--- src/rtl/tx_wd_pkg.sv ---
package tx_wd_pkg;
  // Round up to whole clock cycles.
  function automatic int unsigned ns_to_cycles(input longint unsigned clk_hz,
                                               input longint unsigned ns);
    longint unsigned prod;
    prod = clk_hz * ns;
    return int'((prod + 64'd999_999_999) / 64'd1_000_000_000);
  endfunction
endpackage

--- src/rtl/tx_wd_byte_limit.sv ---
module tx_wd_byte_limit #(
  parameter int unsigned LIMIT = 1519
) (
  input  logic clk_i,
  input  logic rst_ni,
  input  logic clear_i,
  input  logic frame_start_i,
  input  logic byte_i,
  output logic flag_o
);
  localparam int unsigned CW = $clog2(LIMIT + 1);
  localparam logic [CW-1:0] LIM = CW'(LIMIT);

  logic [CW-1:0] cnt_q, base, cnt_d;
  logic          flag_q, flag_d;

  always_comb begin
    base   = frame_start_i ? '0 : cnt_q;
    cnt_d  = base;
    flag_d = 1'b0;
    // saturate at the limit so the flag fires once per frame
    if (byte_i && base != LIM) begin
      cnt_d  = base + CW'(1);
      flag_d = (cnt_d == LIM);
    end
  end

  always_ff @(posedge clk_i or negedge rst_ni) begin
    if (!rst_ni) begin
      cnt_q  <= '0;
      flag_q <= 1'b0;
    end else if (clear_i) begin
      cnt_q  <= '0;
      flag_q <= 1'b0;
    end else begin
      cnt_q  <= cnt_d;
      flag_q <= flag_d;
    end
  end

  assign flag_o = flag_q;

  a_r2_flag_after_byte: assert property (@(posedge clk_i) disable iff (!rst_ni)
    flag_q |-> $past(byte_i));
  a_r12_flag_single: assert property (@(posedge clk_i) disable iff (!rst_ni)
    flag_q |=> !flag_q);
  a_r11_flag_quiet_after_clear: assert property (@(posedge clk_i) disable iff (!rst_ni)
    $past(clear_i) |-> !flag_q);
endmodule

--- src/rtl/tx_wd_window.sv ---
module tx_wd_window #(
  parameter int unsigned LIMIT = 200
) (
  input  logic clk_i,
  input  logic rst_ni,
  input  logic clear_i,
  input  logic arm_i,
  input  logic hit_i,
  output logic expire_o
);
  localparam int unsigned TW = (LIMIT > 1) ? $clog2(LIMIT) : 1;
  localparam logic [TW-1:0] LAST = TW'(LIMIT - 1);

  logic          active_q;
  logic [TW-1:0] tmr_q;
  logic          expire_q;

  always_ff @(posedge clk_i or negedge rst_ni) begin
    if (!rst_ni) begin
      active_q <= 1'b0;
      tmr_q    <= '0;
      expire_q <= 1'b0;
    end else if (clear_i) begin
      active_q <= 1'b0;
      tmr_q    <= '0;
      expire_q <= 1'b0;
    end else begin
      expire_q <= 1'b0;
      if (arm_i) begin
        // arming (re)starts the window; hit in the arming cycle is ignored
        active_q <= 1'b1;
        tmr_q    <= '0;
      end else if (active_q) begin
        if (hit_i) begin
          active_q <= 1'b0;
        end else if (tmr_q == LAST) begin
          active_q <= 1'b0;
          expire_q <= 1'b1;
        end else begin
          tmr_q <= tmr_q + TW'(1);
        end
      end
    end
  end

  assign expire_o = expire_q;

  a_r6_no_expire_on_hit: assert property (@(posedge clk_i) disable iff (!rst_ni)
    expire_q |-> $past(!hit_i && !arm_i && active_q));
  a_r12_expire_single: assert property (@(posedge clk_i) disable iff (!rst_ni)
    expire_q |=> !expire_q);
  a_r11_quiet_after_clear: assert property (@(posedge clk_i) disable iff (!rst_ni)
    $past(clear_i) |-> (!expire_q && !active_q));
endmodule

--- src/rtl/tx_dma_watchdog.sv ---
module tx_dma_watchdog #(
  parameter longint unsigned CLK_FREQ_HZ  = 100_000_000,
  parameter int unsigned     BABBLE_BYTES = 1519,
  parameter int unsigned     HB_NS        = 2_000,
  parameter int unsigned     MEM_NS       = 25_600
) (
  input  logic clk_i,
  input  logic rst_ni,
  input  logic stop_i,
  input  logic byte_sent_i,
  input  logic frame_start_i,
  input  logic frame_end_i,
  input  logic collision_i,
  input  logic dma_start_i,
  input  logic mem_ready_i,
  output logic babble_o,
  output logic cerr_o,
  output logic merr_o,
  output logic shutdown_o
);
  localparam int unsigned HB_CYC  = tx_wd_pkg::ns_to_cycles(CLK_FREQ_HZ, longint'(HB_NS));
  localparam int unsigned MEM_CYC = tx_wd_pkg::ns_to_cycles(CLK_FREQ_HZ, longint'(MEM_NS));

  logic babble_ev, cerr_ev, merr_ev;

  tx_wd_byte_limit #(.LIMIT(BABBLE_BYTES)) i_babble (
    .clk_i        (clk_i),
    .rst_ni       (rst_ni),
    .clear_i      (stop_i),
    .frame_start_i(frame_start_i),
    .byte_i       (byte_sent_i),
    .flag_o       (babble_ev)
  );

  tx_wd_window #(.LIMIT(HB_CYC)) i_heartbeat (
    .clk_i   (clk_i),
    .rst_ni  (rst_ni),
    .clear_i (stop_i),
    .arm_i   (frame_end_i),
    .hit_i   (collision_i),
    .expire_o(cerr_ev)
  );

  tx_wd_window #(.LIMIT(MEM_CYC)) i_mem_ready (
    .clk_i   (clk_i),
    .rst_ni  (rst_ni),
    .clear_i (stop_i),
    .arm_i   (dma_start_i),
    .hit_i   (mem_ready_i),
    .expire_o(merr_ev)
  );

  // outputs are masked while stop is held
  assign babble_o   = babble_ev & ~stop_i;
  assign cerr_o     = cerr_ev   & ~stop_i;
  assign merr_o     = merr_ev   & ~stop_i;
  assign shutdown_o = merr_ev   & ~stop_i;

  a_r3_babble_no_shutdown: assert property (@(posedge clk_i) disable iff (!rst_ni)
    (babble_o && !merr_o) |-> !shutdown_o);
  a_r8_merr_needs_no_ready: assert property (@(posedge clk_i) disable iff (!rst_ni)
    merr_o |-> $past(!mem_ready_i));
  a_r5_cerr_needs_no_collision: assert property (@(posedge clk_i) disable iff (!rst_ni)
    cerr_o |-> $past(!collision_i));
endmodule

--- config.mk ---
export PLATFORM = sky130hd
export DESIGN_NAME = tx_dma_watchdog
export DESIGN_NICKNAME = d
export VERILOG_FILES = /design/src/rtl/tx_wd_pkg.sv /design/src/rtl/tx_wd_byte_limit.sv /design/src/rtl/tx_wd_window.sv /design/src/rtl/tx_dma_watchdog.sv
export SDC_FILE = /design/constraint.sdc
export NUM_CORES = 1
export LEC_CHECK = 0
export BUFFER_PORTS_ARGS = -buffer_cell sky130_fd_sc_hd__buf_2
export CAP_MARGIN = 10
export CORE_MARGIN = 4
export CORE_UTILIZATION = 30
export CTS_CLUSTER_DIAMETER = 60
export DETAILED_ROUTE_END_ITERATION = 12
export GPL_ROUTABILITY_DRIVEN = 1
export PLACE_DENSITY_LB_ADDON = 0.08
export SYNTH_ARGS = -nofsm -noshare
export SYNTH_HDL_FRONTEND = slang
export SYNTH_SLANG_ARGS = --single-unit
--- constraint.sdc ---
create_clock -name clk_i -period 2.51 [get_ports clk_i]
set_clock_uncertainty 0.1 [all_clocks]
set_input_delay 0.502 -clock clk_i [delete_from_list [all_inputs] [get_ports clk_i]]
set_output_delay 0.502 -clock clk_i [all_outputs]
set_load 0.005 [all_outputs]
# Yosys cells after proc, flatten, opt, wreduce, memory -nomap -nowiden
# Index checks and enable logic that the tools add are counted.
[op_classes] add_sub_neg=3 eq_ne=8 n_mux=35 bitwise_logic=4 n_reduce_logical=5
[ops] op="12-bit two-way mux" count=5
[ops] op="8-bit two-way mux" count=5
[ops] op="11-bit two-way mux" count=3
[ops] op="1-bit two-way mux" count=22
[ops] op="12-bit by 1-bit adder with 12-bit output (second input constant)" count=1
[ops] op="12-bit equality test (second input constant)" count=1
[ops] op="3-bit != test (second input constant)" count=4
[ops] op="11-bit by 1-bit adder with 11-bit output (second input constant)" count=1
[ops] op="11-bit equality test (second input constant)" count=1
[ops] op="11-bit != test (second input constant)" count=1
[ops] op="8-bit by 1-bit adder with 8-bit output (second input constant)" count=1
[ops] op="8-bit equality test (second input constant)" count=1
[ops] op="3-bit AND reduction" count=2
[ops] op="3-bit nonzero test" count=2
[ops] op="1-bit AND" count=3
[ops] op="1-bit logical AND" count=1
[ops] op="1-bit inverter" count=1
[totals] ff_bits=36 in_bits=9 out_inout_bits=4

# Logic depth before layout (Yosys ltp)
# Gate-level depths: netlist of the first run.
[depth] depth_word=6 mapped_depth=9 mapped_depth_nobuf=7

# Hierarchy
# From an unflattened synthesis of the first run, not the netlist that was laid out.
[unflattened] hier_cells=215 area_unflattened_um2=2084.5
[by_module_without_submodules] mod="tx_wd_window at i_mem_ready" n_inst=1 cells_each=75 area_each_um2=753.2
[by_module_without_submodules] mod="tx_wd_byte_limit" n_inst=1 cells_each=82 area_each_um2=747.0
[by_module_without_submodules] mod="tx_wd_window at i_heartbeat" n_inst=1 cells_each=54 area_each_um2=558.0
[by_module_without_submodules] mod="tx_dma_watchdog" n_inst=1 cells_each=4 area_each_um2=26.3

# Worst setup path before layout of the first run
# OpenSTA, ideal clock, no wires.
[synth_timing] kind="in2reg" startpoint="input port frame_start_i" endpoint="register i_babble.flag_q (netlist: i_babble.flag_o)" setup_time_ns=0.067 arrival_ns=2.350 path_slack_ns=-0.007 stages=7 path_buffers=1 path_cell_list="clkbuf_1 -> nor2b_1 -> ha_1 -> or2b_1 -> or4_1 -> a2111oi_0 -> and3_1"
[synth_via] elab_chain_len=5 word_cells_on_any_way=7
[synth_lines] item="start: declaration" line_no="tx_dma_watchdog.sv:11" text="input logic frame_start_i,"
[synth_lines] item="11-bit two-way mux *" line_no="tx_wd_byte_limit.sv:18" text="base = frame_start_i ? '0 : cnt_q;"
[synth_lines] item="11-bit by 1-bit adder with 11-bit output / 11-bit != test (equally long branches)" line_no="tx_wd_byte_limit.sv:23, tx_wd_byte_limit.sv:22"
[synth_lines] item="11-bit equality test / 1-bit logical AND (equally long branches)" line_no="tx_wd_byte_limit.sv:24, tx_wd_byte_limit.sv:22"
[synth_lines] item="1-bit two-way mux *" line_no="tx_wd_byte_limit.sv:22" text="if (byte_i && base != LIM) begin"
[synth_lines] item="1-bit two-way mux *" line_no="tx_wd_byte_limit.sv:32" text="end else if (clear_i) begin"
[synth_lines] item="end signal: assignment" line_no="tx_wd_byte_limit.sv:37" text="flag_q <= flag_d;"
[synth_lines] item="end: declaration" line_no="tx_wd_byte_limit.sv:15" text="logic flag_q, flag_d;"
# Mark *: on every way between the ends. The rest lies on a longest branch, timed or not.
# A chain may end at the register's enable or synchronous reset.

# Final worst setup path of the first run
[layout_timing] startpoint="register i_babble.cnt_q[1]" endpoint="register i_babble.cnt_q[9]"
[layout_via] elab_chain_len=5 word_cells_on_any_way=6
[layout_lines] item="start: declaration" line_no="tx_wd_byte_limit.sv:14" text="logic [CW-1:0] cnt_q, base, cnt_d;"
[layout_lines] item="start signal: assignment" line_no="tx_wd_byte_limit.sv:36" text="cnt_q <= cnt_d;"
[layout_lines] item="11-bit two-way mux *" line_no="tx_wd_byte_limit.sv:18"
[layout_lines] item="parallel branches: the longest is 2 deep, another holds 11-bit by 1-bit adder with 11-bit output"
[layout_lines] item="11-bit two-way mux *" line_no="tx_wd_byte_limit.sv:22"
[layout_lines] item="11-bit two-way mux *" line_no="tx_wd_byte_limit.sv:32"
# Every way passes the cells marked *.

==> impl_metrics.sql, run 1 <==
INSERT INTO impl_metrics (metric_group, metric, value, unit) VALUES
('finish', 'synthToLayoutAreaGrowth', '13.4', '%'),
('floorplan', 'fp.dieW', '92.2', 'um'),
('setup_path', 'cp_data_required_time', '2.64', 'ns'),
('floorplan', 'core-area', '6830', 'um2'),
('route', 'routed_wirelength', '5070', 'um'),
('synth', 'ys_async_rst_share', '1.00', ''),
('setup_path', 'critical-path-top-delay-family', 'simple AND/OR/NAND/NOR gates', ''),
('floorplan', 'die-area', '8510', 'um2'),
('synth', 'synthesis.area', '2130', 'um2'),
('sta', 'timing.final.crit_share', '0.883', ''),
('synth', 'synthDistinctLibCells', '52', ''),
('route', 'drc', '0', ''),
('route', 'detailroute.via_count', '1742', ''),
('route', 'dr.first_iter.drc_count', '51', ''),
('sta', 'timing.final.setup_violations', '0', ''),
('outcome', 'run_status', 'finished clean', ''),
('floorplan', 'initial_utilization', '0.312', ''),
('clocking', 'cts_root_buffer', 'sky130_fd_sc_hd__clkbuf_8', ''),
('finish', 'design.final.nets', '258', ''),
('global_route', 'aggregate_global_route_resource_usage', '0.129', ''),
('synth', 'synth_common_cells', '36 x sky130_fd_sc_hd__dfrtp_1, 26 x sky130_fd_sc_hd__nor2_1, 11 x sky130_fd_sc_hd__a21oi_1, 11 x sky130_fd_sc_hd__nand3_1, 11 x sky130_fd_sc_hd__nand4_1', ''),
('clocking', 'cts_inserted_buffers', '5', ''),
('global_route', 'grt_start_max_net_pins', '37', ''),
('floorplan', 'placement_rows', '30', ''),
('synth', 'synth_largest_area_cell', 'sky130_fd_sc_hd__dfrtp_1', ''),
('global_route', 'antenna_found_initial', '0', ''),
('clocking', 'cts_max_level', '2', ''),
('setup_path', 'setup.worst_path.end_class', 'flip-flop', ''),
('power_and_ir_drop', 'peakVddDrop', '0.170', 'mV'),
('synth', 'proportion_of_netlist_area_held_by_the_largest_area_contributor', '0.423', ''),
('synth', 'synthCells', '228', ''),
('clocking', 'clock-sinks', '36', ''),
('finish', 'final_design_area_no_fill', '2410', 'um2'),
('power_and_ir_drop', 'standby_leakage_power', '0.965', 'nW'),
('clocking', 'post-cts-setup-buffers', '0', ''),
('finish', 'antenna-diode-count', '0', ''),
('setup_path', 'cpMaxStageDelayCell', 'sky130_fd_sc_hd__or4b_1', ''),
('clocking', 'tritoncts', 'done', ''),
('sta', 'layout_min_cycle_time', '2.22', 'ns'),
('setup_path', 'path_max_fanout', '12', ''),
('finish', 'final_layout_size_suffix_gt1_frac', '0.159', ''),
('placement', 'dpl.hpwl', '3590', 'um'),
('finish', 'fillerInstances', '724', ''),
('placement', 'io_buffer_count', '12', ''),
('clocking', 'ctsResizeCount', '0', ''),
('setup_path', 'list_of_cells_traversed_by_the_critical_path', 'nor2b_2 -> ha_2 -> and3_2 -> a41o_1 -> or4b_1 -> nand2_1', ''),
('floorplan', 'top_level_ports', '13', ''),
('global_route', 'first_pass_grt_wire_length', '8780', 'um'),
('synth', 'yosys.cell_count.top_type', 'sky130_fd_sc_hd__dfrtp_1', ''),
('sta', 'max_slew.worst_pin.slew', '0.844', 'ns'),
('synth', 'synth_top_cells_by_area', 'sky130_fd_sc_hd__dfrtp_1 42%, sky130_fd_sc_hd__nor2_1 4.6%, sky130_fd_sc_hd__xor2_1 3.7%', ''),
('synth', 'synth-main-ff-cell', 'sky130_fd_sc_hd__dfrtp_1', ''),
('min_path', 'hold_path_class', 'input pin to async pin', ''),
('sta', 'setup_tns', '0', 'ns'),
('placement', 'placed_cell_area', '2320', 'um2'),
('setup_path', 'timing.critical_path.buf_inv', '0', ''),
('global_route', 'via_count_of_the_first_global_routing_pass', '1713', ''),
('synth', 'synth_edf_count', '0', ''),
('global_route', 'residual_overflow_from_global_routing', '0', ''),
('finish', 'finish.utilization', '0.353', ''),
('clocking', 'clock_insertion_delay_worst_skew', '0.29', 'ns'),
('sta', 'finalHoldViolations', '0', ''),
('synth', 'avgSynthCellArea', '9.33', 'um2'),
('synth', 'ys_warn_count', '0', ''),
('clocking', 'holdBufCountCts', '0', ''),
('setup_path', 'critical_path.max_stage_delay', '0.54', 'ns'),
('route', 'antenna_left', '0', ''),
('setup_path', 'critical_path_class', 'flip-flop to flip-flop', ''),
('setup_path', 'timing.critical_path.from_type', 'flip-flop', ''),
('synth', 'number_of_register_bits_inferred_by_synthesis', '36', ''),
('sta', 'slew-limit-headroom', '0.437', '');
-- layer usage --
layer,vias up,track usage,part of all wire
li1,874,-,-
met1,844,0.173,0.49
met2,19,0.206,0.47
met3,5,0.0287,0.030
met4,0,0.0408,0.011
met5,-,0,0
-- where the power goes --
group | internal [W] | leakage (nW) | switching (W)
Clock | 0.000224 | 0.0455 | 0.000217
Combinational | 0.0000241 | 0.420 | 0.0000483
Sequential | 0.000584 | 0.499 | 0.00000310
Total | 0.000833 | 0.965 | 0.000268
-- registers in the layout (all words and copies together), names as in the netlist --
| register | flops |
|---|---|
| i_mem_ready.active_q | 1 |
| i_babble.cnt_q | 11 |
| i_babble.flag_o | 1 |
| i_mem_ready.expire_o | 1 |
| i_heartbeat.tmr_q | 8 |
| i_mem_ready.tmr_q | 12 |
| i_heartbeat.expire_o | 1 |
| i_heartbeat.active_q | 1 |
-- kinds of logic after synthesis --
kind of cell    Yosys count  synth area share
compound gates           42             0.137
xor+xnor                 17            0.0700
fa+ha+maj                 4            0.0235
buf+inv                  16            0.0359
flops                    36             0.423
mux                       2           0.00941
simple gates            111             0.301
-- cell usage in the layout (no fill, tap or decap), drive strengths merged, types with 3 or more instances in the layout --
cell    count
dfrtp      36
nor2       26
buf        21
nand4      12
nand3      11
a21oi      11
nand2      10
nor2b      10
xor2        9
o21ai       8
xnor2       8
or3         8
clkbuf      8
inv         5
nand2b      4
o31ai       4
ha          4
or2         3
nor3        3
and4        3
or4         3
and3        3
-- layout make-up --
cell class / instances / area (um2) / area share
clock buffers: 8 / 90.1 / 0.0373
multi-input cells: 176 / 1160 / 0.479
inverters: 5 / 18.8 / 0.00778
flip-flops and latches: 36 / 901 / 0.373
well taps: 96 / 120 / 0.0498
repair buffers: 21 / 128 / 0.0529
-- metrics by stage --
step,cells,setup WS (ns),total power [W]
global placement,334,0.0518,0.000675
floorplan,228,0.0121,0.000634
global route,342,0.0730,0.00116
detailed placement,334,0.00923,0.000674
finish,342,0.294,0.00110
CTS,342,0.275,0.00113
-- worst reg2reg max path, stage by stage, from the launching register on --
cell and delay [ns]:
sky130_fd_sc_hd__dfrtp_1 0.42, sky130_fd_sc_hd__nor2b_2 0.17, sky130_fd_sc_hd__ha_2 0.23, sky130_fd_sc_hd__and3_2 0.25, sky130_fd_sc_hd__a41o_1 0.38, sky130_fd_sc_hd__or4b_1 0.55
sky130_fd_sc_hd__nand2_1 0.07
-- final timing paths --
kind                                              startpoint                                end  slack (ns)  cells past startpoint
max                              i_babble.cnt_q[1]$_DFF_PN0_        i_babble.cnt_q[9]$_DFF_PN0_        0.29                      6
min                                                   rst_ni        i_babble.cnt_q[7]$_DFF_PN0_        0.22                      1
max reg2reg                      i_babble.cnt_q[1]$_DFF_PN0_        i_babble.cnt_q[9]$_DFF_PN0_        0.29                      6
min reg2reg                i_mem_ready.tmr_q[11]$_DFFE_PN0P_  i_mem_ready.tmr_q[11]$_DFFE_PN0P_        0.46                      2
max in group asynchronous                             rst_ni   i_heartbeat.tmr_q[0]$_DFFE_PN0P_        1.56                      1
min in group clk_i                               frame_end_i     i_heartbeat.active_q$_DFF_PN0_        0.34                      3
Note: power is estimated with default switching activity, not from simulation.
==> run 2, diff against run 1 <==
ABC_AREA = 1   (was default)
ABC_CLOCK_PERIOD_IN_PS = 2510   (was default)
==> impl_metrics.sql, run 2 <==
INSERT INTO impl_metrics (metric_group, metric, value, unit) VALUES
('route', 'dr.first_iter.drc_count', '72', ''),
('finish', 'largest_registers', 'i_mem_ready.tmr_q (12), i_babble.cnt_q (11), i_heartbeat.tmr_q (8)', ''),
('finish', 'register_with_the_most_flip_flops', 'i_mem_ready.tmr_q', ''),
('route', 'detailroute.via_count', '1974', ''),
('global_route', 'first_pass_grt_wire_length', '9140', 'um'),
('route', 'routed_wirelength', '5230', 'um'),
('finish', 'final_layout_size_suffix_gt1_frac', '0.115', ''),
('sta', 'slew_violations', '0', ''),
('synth', 'synthDistinctLibCells', '32', ''),
('flow_run', 'max_cap_viol_count', '0', ''),
('clocking', 'clkTransAtPathRegs', '0.07', 'ns'),
('clocking', 'tritoncts', 'done', ''),
('clocking', 'clock_insertion_delay_worst_skew', '0.28', 'ns'),
('global_route', 'aggregate_global_route_resource_usage', '0.130', ''),
('synth', 'number_of_register_bits_inferred_by_synthesis', '36', ''),
('power_and_ir_drop', 'pwr_density_cell', '467', 'nW/um2'),
('finish', 'design.final.nets', '343', ''),
('setup_path', 'path_max_fanout', '13', ''),
('sta', 'finalHoldViolations', '0', ''),
('sta', 'setup_tns', '0', 'ns'),
('setup_path', 'cp.arrival', '2.11', 'ns'),
('global_route', 'grt_start_max_net_pins', '37', ''),
('placement', 'placement.setup.worst_slack', '0.200', 'ns'),
('synth', 'synthCells', '317', ''),
('synth', 'ys_warn_count', '0', ''),
('sta', 'timing.final.setup_violations', '0', ''),
('power_and_ir_drop', 'standby_leakage_power', '1.15', 'nW'),
('sta', 'hold_slack', '0.220', 'ns'),
('route', 'dr_wl_cell', '12.2', 'um'),
('route', 'antenna_left', '0', ''),
('setup_path', 'cp_data_required_time', '2.58', 'ns'),
('global_route', 'via_count_of_the_first_global_routing_pass', '1896', ''),
('finish', 'finish.utilization', '0.342', ''),
('setup_path', 'timing.critical_path.from_type', 'input pin', ''),
('synth', 'syn-num-nets', '330', ''),
('min_path', 'hold_path_class', 'input pin to async pin', ''),
('placement', 'dpl.hpwl', '3800', 'um'),
('synth', 'synthesis.area', '2250', 'um2'),
('sta', 'timing.final.crit_share', '0.811', ''),
('synth', 'synth_sequential_area_ratio', '0.401', ''),
('sta', 'fmaxAchievable', '0.492', 'GHz'),
('sta', 'rsz_0062_raised_after_global_routing', 'no', ''),
('finish', 'commonest_non_fill_non_tap_cells_in_the_layout', '65 x sky130_fd_sc_hd__nand2_1, 54 x sky130_fd_sc_hd__nor2_1, 50 x sky130_fd_sc_hd__inv_1', ''),
('floorplan', 'fp.dieW', '94.5', 'um'),
('synth', 'synth_edf_count', '0', ''),
('finish', 'antenna-diode-count', '0', ''),
('clocking', 'ctsResizeCount', '0', ''),
('synth', 'synth-main-ff-cell', 'sky130_fd_sc_hd__dfrtp_1', ''),
('setup_path', 'critical_path.max_stage_delay', '0.22', 'ns'),
('clocking', 'holdBufCountCts', '0', ''),
('route', 'drt_pre_antenna_iters', '4', ''),
('synth', 'avgSynthCellArea', '7.08', 'um2'),
('placement', 'io_buffer_count', '12', ''),
('finish', 'synthToLayoutAreaGrowth', '10.4', '%'),
('synth', 'proportion_of_netlist_area_held_by_the_largest_area_contributor', '0.401', ''),
('synth', 'ys_async_rst_share', '1.00', ''),
('route', 'route.detailed.vias_per_inst', '4.59', ''),
('clocking', 'cts_root_buffer', 'sky130_fd_sc_hd__clkbuf_8', ''),
('floorplan', 'placement_rows', '31', ''),
('floorplan', 'floorplan.die.height', '94.5', 'um'),
('sta', 'post-route-worst-setup-slack', '0.475', 'ns'),
('sta', 'max_slew.worst_pin.slew', '0.847', 'ns'),
('sta', 'layout_min_cycle_time', '2.03', 'ns'),
('power_and_ir_drop', 'power', '0.00116', 'W'),
('sta', 'slew-limit-headroom', '0.435', ''),
('setup_path', 'setup.worst_path.end_class', 'flip-flop', ''),
('clocking', 'cts_max_level', '2', ''),
('setup_path', 'rr_worst_depth', '10', ''),
('finish', 'layout_commonest_cell', 'sky130_fd_sc_hd__nand2_1', ''),
('synth', 'synth_top_cells_by_area', 'sky130_fd_sc_hd__dfrtp_1 40%, sky130_fd_sc_hd__nand2_1 11%, sky130_fd_sc_hd__nor2_1 9.0%', ''),
('clocking', 'clock-sinks', '36', ''),
('setup_path', 'critical_path_class', 'input pin to flip-flop', ''),
('outcome', 'run_status', 'finished clean', ''),
('floorplan', 'die-area', '8930', 'um2'),
('clocking', 'cts_inserted_buffers', '5', ''),
('floorplan', 'top_level_ports', '13', ''),
('route', 'drc', '0', ''),
('placement', 'place.gp.congestion', '0.837', ''),
('setup_path', 'cpMaxStageDelayCell', 'sky130_fd_sc_hd__ha_1', ''),
('finish', 'flip_flop_count_of_the_largest_register_all_copies_and_words_added', '12', ''),
('synth', 'synth_largest_area_cell', 'sky130_fd_sc_hd__dfrtp_1', ''),
('power_and_ir_drop', 'peakVddDrop', '0.224', 'mV'),
('synth', 'synth_common_cells', '65 x sky130_fd_sc_hd__nand2_1, 54 x sky130_fd_sc_hd__nor2_1, 50 x sky130_fd_sc_hd__inv_1, 36 x sky130_fd_sc_hd__dfrtp_1, 25 x sky130_fd_sc_hd__nand3_1', ''),
('global_route', 'residual_overflow_from_global_routing', '0', ''),
('floorplan', 'initial_utilization', '0.310', ''),
('clocking', 'post-cts-setup-buffers', '0', ''),
('setup_path', 'list_of_cells_traversed_by_the_critical_path', 'buf_2 -> nor2_1 -> ha_1 -> nand3_1 -> nor2_2 -> nand3_1 -> nand2_2 -> inv_2 -> o21ai_0 -> nor2_1', ''),
('floorplan', 'core-area', '7250', 'um2'),
('synth', 'yosys.cell_count.top_type', 'sky130_fd_sc_hd__nand2_1', ''),
('global_route', 'antenna_found_initial', '0', ''),
('clocking', 'cts.path.max_buffers', '2', '');
run 2: critical path: cells and delay by family:
family / cells / cell delay [ns]
AND/OR/NAND/NOR: 6 / 0.86
buffers and inverters: 2 / 0.32
adder cells (fa/ha/maj): 1 / 0.22
AO/OA/AOI/OAI: 1 / 0.19
run 2: layout make-up:
class                      instances  area (um2)
fill                             805        4770
clock inverter                     2        10.0
clock buffer                       6        82.6
tap                               99         124
timing repair buffer              12        60.1
sequential                        36         901
multi-input combinational        223        1110
inverter                          52         195
run 2: kinds of logic (layout without fill, tap and decap cells):
family / count (synthesis) / count (layout) / synth area share
compound gates: 47 / 47 / 0.126
xor+xnor: 4 / 4 / 0.0156
fa+ha+maj: 4 / 4 / 0.0223
buf+inv: 58 / 72 / 0.106
flops: 36 / 36 / 0.401
simple gates: 168 / 168 / 0.329
run 2: power breakdown:
| part | switching (W) | internal [W] |
|---|---|---|
| clock network | 0.000215 | 0.000219 |
| registers | 0.0000162 | 0.000598 |
| logic | 0.0000802 | 0.0000295 |
| total | 0.000312 | 0.000847 |
run 2: metal layers:
layer,up-vias,routed length (um),track usage
li1,1038,-,-
met1,904,2540,0.171
met2,26,2480,0.216
met3,6,153,0.0263
met4,0,64,0.0397
met5,-,0,0
run 2: final timing paths:
| kind | from | to | slack, ns |
|---|---|---|---|
| worst max-delay path | frame_start_i | i_babble.cnt_q[2]$_DFF_PN0_ | 0.48 |
| worst min-delay path | rst_ni | i_babble.cnt_q[9]$_DFF_PN0_ | 0.22 |
| worst max register to register | i_babble.cnt_q[1]$_DFF_PN0_ | i_babble.cnt_q[2]$_DFF_PN0_ | 0.52 |
| worst min register to register | i_mem_ready.tmr_q[10]$_DFFE_PN0P_ | i_mem_ready.tmr_q[10]$_DFFE_PN0P_ | 0.39 |
| max in group asynchronous | rst_ni | i_mem_ready.tmr_q[2]$_DFFE_PN0P_ | 1.56 |
| min in group clk_i | mem_ready_i | i_mem_ready.expire_o$_DFF_PN0_ | 0.39 |
run 2: metrics by stage:
| step | cell area, um2 | instances |
|---|---|---|
| 2_1_floorplan | 2250 | 317 |
| 3_3_place_gp | 2390 | 422 |
| 3_5_place_dp | 2390 | 422 |
| 4_1_cts | 2480 | 430 |
| 5_1_grt | 2480 | 430 |
| 6_report | 2480 | 430 |
